==> src/rtl/lpcdec_pkg.sv <==
package lpcdec_pkg;

   localparam int unsigned DEV_NUM  = 10;
   localparam int unsigned DEV_PAR  = 0;
   localparam int unsigned DEV_SERA = 1;
   localparam int unsigned DEV_SERB = 2;
   localparam int unsigned DEV_AUD  = 3;
   localparam int unsigned DEV_MIDI = 4;
   localparam int unsigned DEV_SND  = 5;
   localparam int unsigned DEV_FDC  = 6;
   localparam int unsigned DEV_GAMA = 7;
   localparam int unsigned DEV_GAMB = 8;
   localparam int unsigned DEV_GEN  = 9;

   // extra window: parallel alias 400h above the main range
   localparam int unsigned WIN_ALIAS = DEV_NUM;
   localparam int unsigned WIN_NUM   = DEV_NUM + 1;

   localparam logic [1:0] IDX_SELA = 2'd0;
   localparam logic [1:0] IDX_SELB = 2'd1;
   localparam logic [1:0] IDX_EN   = 2'd2;

   localparam logic [31:0] SELA_RST  = 32'h0008_0020;
   localparam logic [31:0] SELA_MASK = 32'h007F_FFFF;
   localparam logic [31:0] SELB_MASK = 32'h0000_FE00;
   localparam logic [31:0] EN_MASK   = (32'd1 << DEV_NUM) - 32'd1;

   localparam logic [15:0] RO_PORT = 16'h0279;

endpackage

==> src/rtl/lpcdec_regs.sv <==
module lpcdec_regs
   import lpcdec_pkg::*;
#(
   parameter int REG_W = 32,
   parameter int EN_W  = DEV_NUM
) (
   input  logic             clk,
   input  logic             rst_n,
   input  logic             we,
   input  logic [1:0]       addr,
   input  logic [REG_W-1:0] wdata,
   output logic [REG_W-1:0] rdata,
   output logic [REG_W-1:0] sela_q,
   output logic [REG_W-1:0] selb_q,
   output logic [EN_W-1:0]  en_q
);

   localparam int NREG = 3;

   logic [REG_W-1:0] q [NREG];

   for (genvar i = 0; i < NREG; i++) begin : g_reg
      localparam logic [REG_W-1:0] MASK_I =
         (i == 0) ? SELA_MASK : (i == 1) ? SELB_MASK : EN_MASK;
      localparam logic [REG_W-1:0] RST_I =
         (i == 0) ? SELA_RST : '0;
      always_ff @(posedge clk) begin
         if (!rst_n)
            q[i] <= RST_I;
         else if (we && (addr == 2'(i)))
            q[i] <= wdata & MASK_I;
      end
   end

   always_comb begin
      case (addr)
         IDX_SELA: rdata = q[0];
         IDX_SELB: rdata = q[1];
         IDX_EN:   rdata = q[2];
         default:  rdata = '0;
      endcase
   end

   assign sela_q = q[0];
   assign selb_q = q[1];
   assign en_q   = q[2][EN_W-1:0];

endmodule

==> src/rtl/lpcdec_window.sv <==
module lpcdec_window #(
   parameter int ADDR_W = 16
) (
   input  logic [ADDR_W-1:0] addr,
   input  logic [ADDR_W-1:0] base,
   input  logic [ADDR_W-1:0] span,
   input  logic              en,
   output logic              hit
);

   logic [ADDR_W-1:0] off;

   assign off = addr - base;
   assign hit = en && (addr >= base) && (off < span);

endmodule

==> src/rtl/lpc_io_decoder.sv <==
module lpc_io_decoder
   import lpcdec_pkg::*;
#(
   parameter int ADDR_W    = 16,
   parameter int REG_W     = 32,
   parameter bit ECP_ALIAS = 1'b1
) (
   input  logic                clk,
   input  logic                rst_n,
   input  logic                reg_we,
   input  logic [1:0]          reg_addr,
   input  logic [REG_W-1:0]    reg_wdata,
   output logic [REG_W-1:0]    reg_rdata,
   input  logic [ADDR_W-1:0]   io_addr,
   input  logic                io_write,
   output logic [DEV_NUM-1:0]  dev_hit,
   output logic                lpc_claim,
   output logic                isa_fwd
);

   localparam int GEN_LSB = 9;
   localparam logic [ADDR_W-1:0] ALIAS_OFS = ADDR_W'(16'h0400);

   if (ADDR_W != 16) begin : g_bad_addr
      $error("lpc_io_decoder: ADDR_W must be 16");
   end
   if (REG_W != 32) begin : g_bad_reg
      $error("lpc_io_decoder: REG_W must be 32");
   end

   logic [REG_W-1:0]   sela_q;
   logic [REG_W-1:0]   selb_q;
   logic [DEV_NUM-1:0] en_q;

   lpcdec_regs #(.REG_W(REG_W), .EN_W(DEV_NUM)) u_regs (
      .clk    (clk),
      .rst_n  (rst_n),
      .we     (reg_we),
      .addr   (reg_addr),
      .wdata  (reg_wdata),
      .rdata  (reg_rdata),
      .sela_q (sela_q),
      .selb_q (selb_q),
      .en_q   (en_q)
   );

   // field extraction
   logic [3:0] f_gamb, f_gama;
   logic       f_fdc;
   logic [1:0] f_snd, f_midi, f_aud, f_par;
   logic [2:0] f_serb, f_sera;

   assign f_gamb = sela_q[22:19];
   assign f_gama = sela_q[18:15];
   assign f_fdc  = sela_q[14];
   assign f_snd  = sela_q[13:12];
   assign f_midi = sela_q[11:10];
   assign f_aud  = sela_q[9:8];
   assign f_serb = sela_q[7:5];
   assign f_sera = sela_q[4:2];
   assign f_par  = sela_q[1:0];

   function automatic logic [ADDR_W-1:0] ser_base(input logic [2:0] c);
      case (c)
         3'd0:    ser_base = 16'h03F8;
         3'd1:    ser_base = 16'h02F8;
         3'd2:    ser_base = 16'h0220;
         3'd3:    ser_base = 16'h0228;
         3'd4:    ser_base = 16'h0238;
         3'd5:    ser_base = 16'h02E8;
         3'd6:    ser_base = 16'h0338;
         default: ser_base = 16'h03E8;
      endcase
   endfunction

   // window table
   logic [ADDR_W-1:0] w_base [WIN_NUM];
   logic [ADDR_W-1:0] w_span [WIN_NUM];
   logic [WIN_NUM-1:0] w_en;
   logic [WIN_NUM-1:0] w_hit;
   logic               alias_on;

   if (ECP_ALIAS) begin : g_alias
      assign alias_on = (f_par != 2'b11);
   end else begin : g_noalias
      assign alias_on = 1'b0;
   end

   always_comb begin
      case (f_par)
         2'b00:   begin w_base[DEV_PAR] = 16'h0378; w_span[DEV_PAR] = 16'd8; end
         2'b01:   begin w_base[DEV_PAR] = 16'h0278; w_span[DEV_PAR] = 16'd8; end
         2'b10:   begin w_base[DEV_PAR] = 16'h03BC; w_span[DEV_PAR] = 16'd4; end
         default: begin w_base[DEV_PAR] = 16'h0000; w_span[DEV_PAR] = 16'd0; end
      endcase
      w_base[WIN_ALIAS] = w_base[DEV_PAR] + ALIAS_OFS;
      w_span[WIN_ALIAS] = w_span[DEV_PAR];

      w_base[DEV_SERA] = ser_base(f_sera);
      w_span[DEV_SERA] = 16'd8;
      w_base[DEV_SERB] = ser_base(f_serb);
      w_span[DEV_SERB] = 16'd8;

      w_base[DEV_AUD]  = 16'h0220 + {9'd0, f_aud, 5'd0};
      w_span[DEV_AUD]  = 16'd20;

      w_base[DEV_MIDI] = 16'h0300 + {10'd0, f_midi, 4'd0};
      w_span[DEV_MIDI] = 16'd2;

      case (f_snd)
         2'b00:   w_base[DEV_SND] = 16'h0530;
         2'b01:   w_base[DEV_SND] = 16'h0604;
         2'b10:   w_base[DEV_SND] = 16'h0E80;
         default: w_base[DEV_SND] = 16'h0F40;
      endcase
      w_span[DEV_SND] = 16'd8;

      w_base[DEV_FDC]  = f_fdc ? 16'h0370 : 16'h03F0;
      w_span[DEV_FDC]  = 16'd8;

      w_base[DEV_GAMA] = 16'h0200 + {12'd0, f_gama};
      w_span[DEV_GAMA] = 16'd1;
      w_base[DEV_GAMB] = 16'h0200 + {12'd0, f_gamb};
      w_span[DEV_GAMB] = 16'd1;

      w_base[DEV_GEN]  = {selb_q[ADDR_W-1:GEN_LSB], {GEN_LSB{1'b0}}};
      w_span[DEV_GEN]  = ADDR_W'(1 << GEN_LSB);

      w_en = {alias_on & en_q[DEV_PAR], en_q};
   end

   for (genvar w = 0; w < WIN_NUM; w++) begin : g_win
      lpcdec_window #(.ADDR_W(ADDR_W)) u_win (
         .addr (io_addr),
         .base (w_base[w]),
         .span (w_span[w]),
         .en   (w_en[w]),
         .hit  (w_hit[w])
      );
   end

   // read-only port: writes are not claimed but forwarded
   logic ro_write;
   assign ro_write = en_q[DEV_PAR] && io_write && (f_par == 2'b01) && (io_addr == RO_PORT);

   always_comb begin
      dev_hit          = w_hit[DEV_NUM-1:0];
      dev_hit[DEV_PAR] = (w_hit[DEV_PAR] && !ro_write) || w_hit[WIN_ALIAS];
   end

   assign lpc_claim = |dev_hit;
   assign isa_fwd   = ro_write;

endmodule

==> config.mk <==
export PLATFORM = sky130hd
export DESIGN_NAME = lpc_io_decoder
export DESIGN_NICKNAME = d
export VERILOG_FILES = /design/src/rtl/lpcdec_pkg.sv /design/src/rtl/lpcdec_regs.sv /design/src/rtl/lpcdec_window.sv /design/src/rtl/lpc_io_decoder.sv
export SDC_FILE = /design/constraint.sdc
export NUM_CORES = 1
export LEC_CHECK = 0
export ABC_AREA = 1
export BUFFER_PORTS_ARGS = -buffer_cell sky130_fd_sc_hd__buf_2
export CORE_MARGIN = 2
export CORE_UTILIZATION = 25
export DETAILED_ROUTE_END_ITERATION = 10
export SYNTH_ARGS = -nofsm -noshare
export SYNTH_HDL_FRONTEND = slang
export SYNTH_SLANG_ARGS = --single-unit
==> constraint.sdc <==
create_clock -name clk -period 4.3 [get_ports clk]
set_input_delay 0 -clock clk [delete_from_list [all_inputs] [get_ports clk]]
set_output_delay 0 -clock clk [all_outputs]
set_load 0.01 [all_outputs]
# Word level (Yosys, flattened, before mapping)
# Memories as Yosys holds them, arrays and structs flattened.
# Index checks and enable logic that the tools add are counted.
[classes]
add_sub_neg = 16
n_lt_le_gt_ge = 22
n_eq_ne = 20
mux = 20
bitwise = 4
n_reduce_logical = 38
[ops]
columns = ["cell", "count"]
rows = [
  ["9-bit case mux with 7 select lines", 2],
  ["32-bit case mux with 3 select lines", 1],
  ["23-bit two-way mux", 3],
  ["16-bit by 10-bit >= comparator with 1-bit output", 4],
  ["16-bit by 11-bit >= comparator with 1-bit output", 4],
  ["16-bit by 4-bit < comparator with 1-bit output, second input constant", 4],
  ["16-bit by 10-bit subtractor with 16-bit output", 4],
  ["16-bit by 11-bit subtractor with 16-bit output", 4],
  ["12-bit case mux with 3 select lines", 1],
  ["16-bit >= comparator", 2],
  ["16-bit by 1-bit < comparator with 1-bit output, second input constant", 2],
  ["16-bit by 4-bit < comparator with 1-bit output", 2],
  ["16-bit subtractor", 2],
  ["10-bit case mux with 3 select lines", 1],
  ["1-bit logical AND", 29],
  ["10-bit by 4-bit adder with 11-bit output, first input constant", 2],
  ["3-bit equality test, second input constant", 6],
  ["16-bit by 11-bit adder with 16-bit output, second input constant", 1],
  ["16-bit by 10-bit equality test with 1-bit output, second input constant", 1],
  ["16-bit by 12-bit >= comparator with 1-bit output", 1],
  ["16-bit by 10-bit < comparator with 1-bit output, second input constant", 1],
  ["16-bit by 2-bit < comparator with 1-bit output, second input constant", 1],
  ["16-bit by 5-bit < comparator with 1-bit output, second input constant", 1],
  ["16-bit by 12-bit subtractor with 16-bit output", 1],
  ["other kinds (18)", 40],
]
[word_totals]
reg_bits = 0
mem_bits_rw = 69
input_bits = 54
out_inout_bits = 44
wordCells = 121
memories = 1
[memory_table]
columns = ["memory", "depth", "word_bits", "read_ports", "rd_clocked_by_memory_dff", "write_ports", "line", "rtl"]
rows = [
  ["u_regs.q", 3, 23, 3, 0, 3, "lpcdec_regs.sv:20", "logic [REG_W-1:0] q [NREG];"],
]

# Logic depth before layout (Yosys ltp)
# An unclocked memory read counts as a cell.
[logic_depth]
depth_word = 9
depth_mapped = 18
ltp_nobuf = 18

# Hierarchy
# Synthesis repeated with hierarchy kept, for this count alone.
[unflattened]
cells_unflattened = 3182
area_unflattened_um2 = 18097.4
[modules_own_cells]
columns = ["module", "instances", "cells_per_inst", "area_per_inst_um2", "seq_area_each_um2"]
rows = [
  ["lpcdec_window at g_win[4].u_win ...", 4, 262, 1401.3, 0.0],
  ["lpcdec_window at g_win[0].u_win ...", 3, 262, 1413.9, 0.0],
  ["lpcdec_regs", 1, 232, 2157.1, 1201.2],
  ["lpcdec_window at g_win[9].u_win", 1, 262, 1428.9, 0.0],
  ["lpcdec_window at g_win[8].u_win", 1, 260, 1423.9, 0.0],
  ["lpcdec_window at g_win[10].u_win", 1, 263, 1412.6, 0.0],
  ["lpcdec_window at g_win[3].u_win", 1, 253, 1401.3, 0.0],
  ["lpc_io_decoder", 1, 78, 426.7, 0.0],
]

# Worst setup path before layout
# No wires, ideal clock.
[synth_path]
path_type = "in2reg"
from = "input reg_addr[1]"
to = "memory u_regs.q[0][0] (netlist bit), enable pin"
setup_ps = 435
arrival_ps = 2290
required_time_ps = 3865
path_slack_ps = 1575
stages = 3
path_buffers = 0
path_cell_list = "nor2_1 clkinv_1 o21ai_0"
[synth_rtl]
columns = ["item", "line", "rtl"]
rows = [
  ["start, declared", "lpc_io_decoder.sv:11", "input logic [1:0] reg_addr,"],
  ["end, declared", "lpcdec_regs.sv:20", ""],
]

==> impl_results.md <==
* H-tree depth at 2
* Die height at 170 um
* CP max stage cell: fa_1
* Area leader, netlist: nand2_1
* Max-cap violation count at 0
* Number of global-route vias before repair at 6893
* Critical Path, Cell by Cell: inv_1, nand3_1, ha_1, inv_1, fa_1, nor4_1, nand4_1, nor3_1, nand3_1, nor4_1, buf_2
* Number of flops mapped to enable cells by yosys at 40
* Hold path start: reg_wdata[20]
* Hold Path Sink: u_regs.q[0][20]
* Buf/Inv on CP at 3
* Synth Instances at about 1100
* Drt via density at 4.76
* Drt first pass iters at 9
* Power, Total at 1.70 mW
* Pre-CTS setup slack at 1.56 ns
* Root buf cell: clkbuf_16
* Measured slew at the worst slew-check pin at 1.09 ns
* Fin crit period at 3.05 ns
* Layout cells sized above 1 at 0.134
* P_int at 0.997 mW
* Startpoint types: register
* Worst setup EP type: output port
* Outcome: completed
* Most flops, register: u_regs.q
* FP Rows at 60
* Mapped Area at around 7000 um^2
* Critical path class: register to output port
* First-pass GRT wire length at 36700 um
* Worst slew margin at 0.267
* CP arrival at 3.05 ns
* Period utilization at 0.710
* Antenna cells at 0
* Antenna-violating nets left at 0
* Post-DP HPWL at 18600 um
* Net count, final at between 1000 and 1500
* Initial DRC count at 498
* Synth top area cells: nand2_1, edfxtp_1, ha_1
* Asr flop ratio synth at 0
* Die area at 28900 um^2
* I/O Buffers at 79
* Setup TNS at 0 ns
* Crit path launch: u_regs.q[0][4]
* Core area at around 27000 um^2
* Total global routing overflow at 0
* P&R area growth vs syn at 12.0%
* Setup violations, final at 0
* Sequential power share at 0.283
* Fmax at 327 MHz
* Worst-path clk slew at 0.06 ns
* Multi-input logic area at around 4800 um^2
* Min-Delay Path Class: input port to register
* I/O pin count at 98
* RSZ-0062 raised after global routing: no
* DIE WIDTH at 170 um
* Final Hold Vio Count at 0
* Top Registers: u_regs.q (40)
* CTS tree: yes
* Logic pwr share at 0.466
* Max Root-Sink Buffers at 2
* Fill count at 3054
* WHS Path Cells at 3
* Residual DRC at 0
* FF+latch count, synth at 40
* Initial antenna violation count at 0
* Placer Congestion at 0.925
* Top-area cell type share of the netlist area at 0.180
* Sequential Area at about 1200 um^2
* Net Sw Power at 0.701 mW
* Clock Sinks at 40
* Netlist cell types at 52
* Max Fanout on Critical Path at 5
* Peak VDD IR at 0.000225 V
* Critical Path RT at roughly 4.3 ns
* Max reg flops at 40
* Total track usage at 0.161
* PwrDens at around 220 nW/um^2
* Clock share of power at 0.251
* Pin count of the biggest net entering global routing at 23
* Cell family with the largest share of critical-path delay: simple AND/OR/NAND/NOR gates
* Fin Hold WS at 0.0135 ns
* PnR worst setup slack at 1.25 ns
* Average size of a mapped cell at slightly above 6 um^2
* Slew Limit Fails at 0
* Effective utilization at floorplan at 0.255
* Via count at 7324
* WL final at between 20000 and 25000 um
* Seq/Total Area, Yosys at 0.175
* Total number of yosys warnings at 0
* Post-synth top flop: edfxtp_1
* Switching Fraction at 0.413
* P_leak at 3.92 nW
* Largest stage delay, worst path at between 0.4 and 0.5 ns
* CTS Buf Count at 5
* DR WL/cell at roughly 15 um
[metrics by stage]
step,util,instances,area (um^2)
2_1_floorplan,-,1141,6910
3_3_place_gp,0.278,1531,7520
3_5_place_dp,0.278,1531,7520
4_1_cts,0.285,1540,7710
5_1_grt,0.285,1540,7710
6_report,0.285,1540,7710
[layout by cell type, fill, tap and decap left out, types with 7 or more instances in the layout]
cell type	Yosys	routed
inv_1	161	161
xor2_1	21	21
buf_2	3	79
o21ai_0	30	29
nand3b_1	8	8
a21oi_1	25	25
buf_4	21	7
ha_1	55	55
nand3_1	114	114
conb_1	1	9
nand2_1	330	330
inv_2	15	15
xnor2_1	7	7
nand4_1	31	31
nand2_2	13	13
nor2_1	148	148
nor3_1	16	16
o22ai_1	7	7
edfxtp_1	40	40
nor4_1	8	8
[cell usage after synthesis (3+ instances only)]
cell,count
a21oi_1,25
buf_2,3
buf_4,21
buf_6,6
clkbuf_1,5
edfxtp_1,40
fa_1,6
ha_1,55
inv_1,161
inv_2,15
nand2_1,330
nand2_2,13
nand3_1,114
nand3_2,5
nand3b_1,8
nand4_1,31
nor2_1,148
nor2_2,4
nor2_4,5
nor3_1,16
nor4_1,8
o21ai_0,30
o21ai_1,4
o21ai_2,3
o21bai_1,4
o22ai_1,7
or2_2,5
xnor2_1,7
xor2_1,21
[tightest hold or removal path, delay by kind of cell]
family | cells | cell delay [ns]
and+or+nand+nor | 1 | 0.08
buffers and inverters | 2 | 0.10
[worst max path at each step]
stage	end	slack [ns]	depth (start not counted)
2_1_floorplan	u_regs.q[0][0]	1.57	3
3_3_place_gp	dev_hit[1]	1.55	9
3_5_place_dp	dev_hit[1]	1.56	9
4_1_cts	dev_hit[1]	1.24	9
5_1_grt	dev_hit[1]	0.96	11
6_report	dev_hit[1]	1.25	11
[final cells by class]
type                            count  area share
Multi-Input combinational cell    884       0.618
Clock inverter                      3     0.00601
Sequential cell                    40       0.156
Inverter                          180      0.0887
Tap cell                          341      0.0554
Timing Repair Buffer               87      0.0594
Clock buffer                        5      0.0162
[power groups by stage]
stage	combinational [mW]	clock, mW	sequential, mW
finish	0.792	0.427	0.480
global placement	0.770	0	0.488
detailed placement	0.781	0	0.488
global route	0.895	0.447	0.483
floorplan	0.587	0	0.479
CTS	0.784	0.430	0.480
[layer usage]
layer	track usage	wire, um	up-vias
met5	0	0	-
met4	0.0732	997	0
met3	0.0130	1310	55
met2	0.273	10600	272
met1	0.208	10300	3239
li1	-	-	3758
[repair_timing]
action,in CTS,in global routing
hold buffers,1,0
endpoints found under the hold margin,1,0
buffers inserted,0,0
resized for setup,0,0
[logic make-up after synthesis]
group / Yosys count / synth area share
flip-flops: 40 / 0.175
XOR/XNOR: 29 / 0.0380
buffers and inverters: 217 / 0.138
AO/OA/AOI/OAI: 84 / 0.0709
other: 1 / 0.000545
adder cells (fa/ha/maj): 61 / 0.117
AND/OR/NAND/NOR: 701 / 0.461
(Power assumes the default switching activity.)
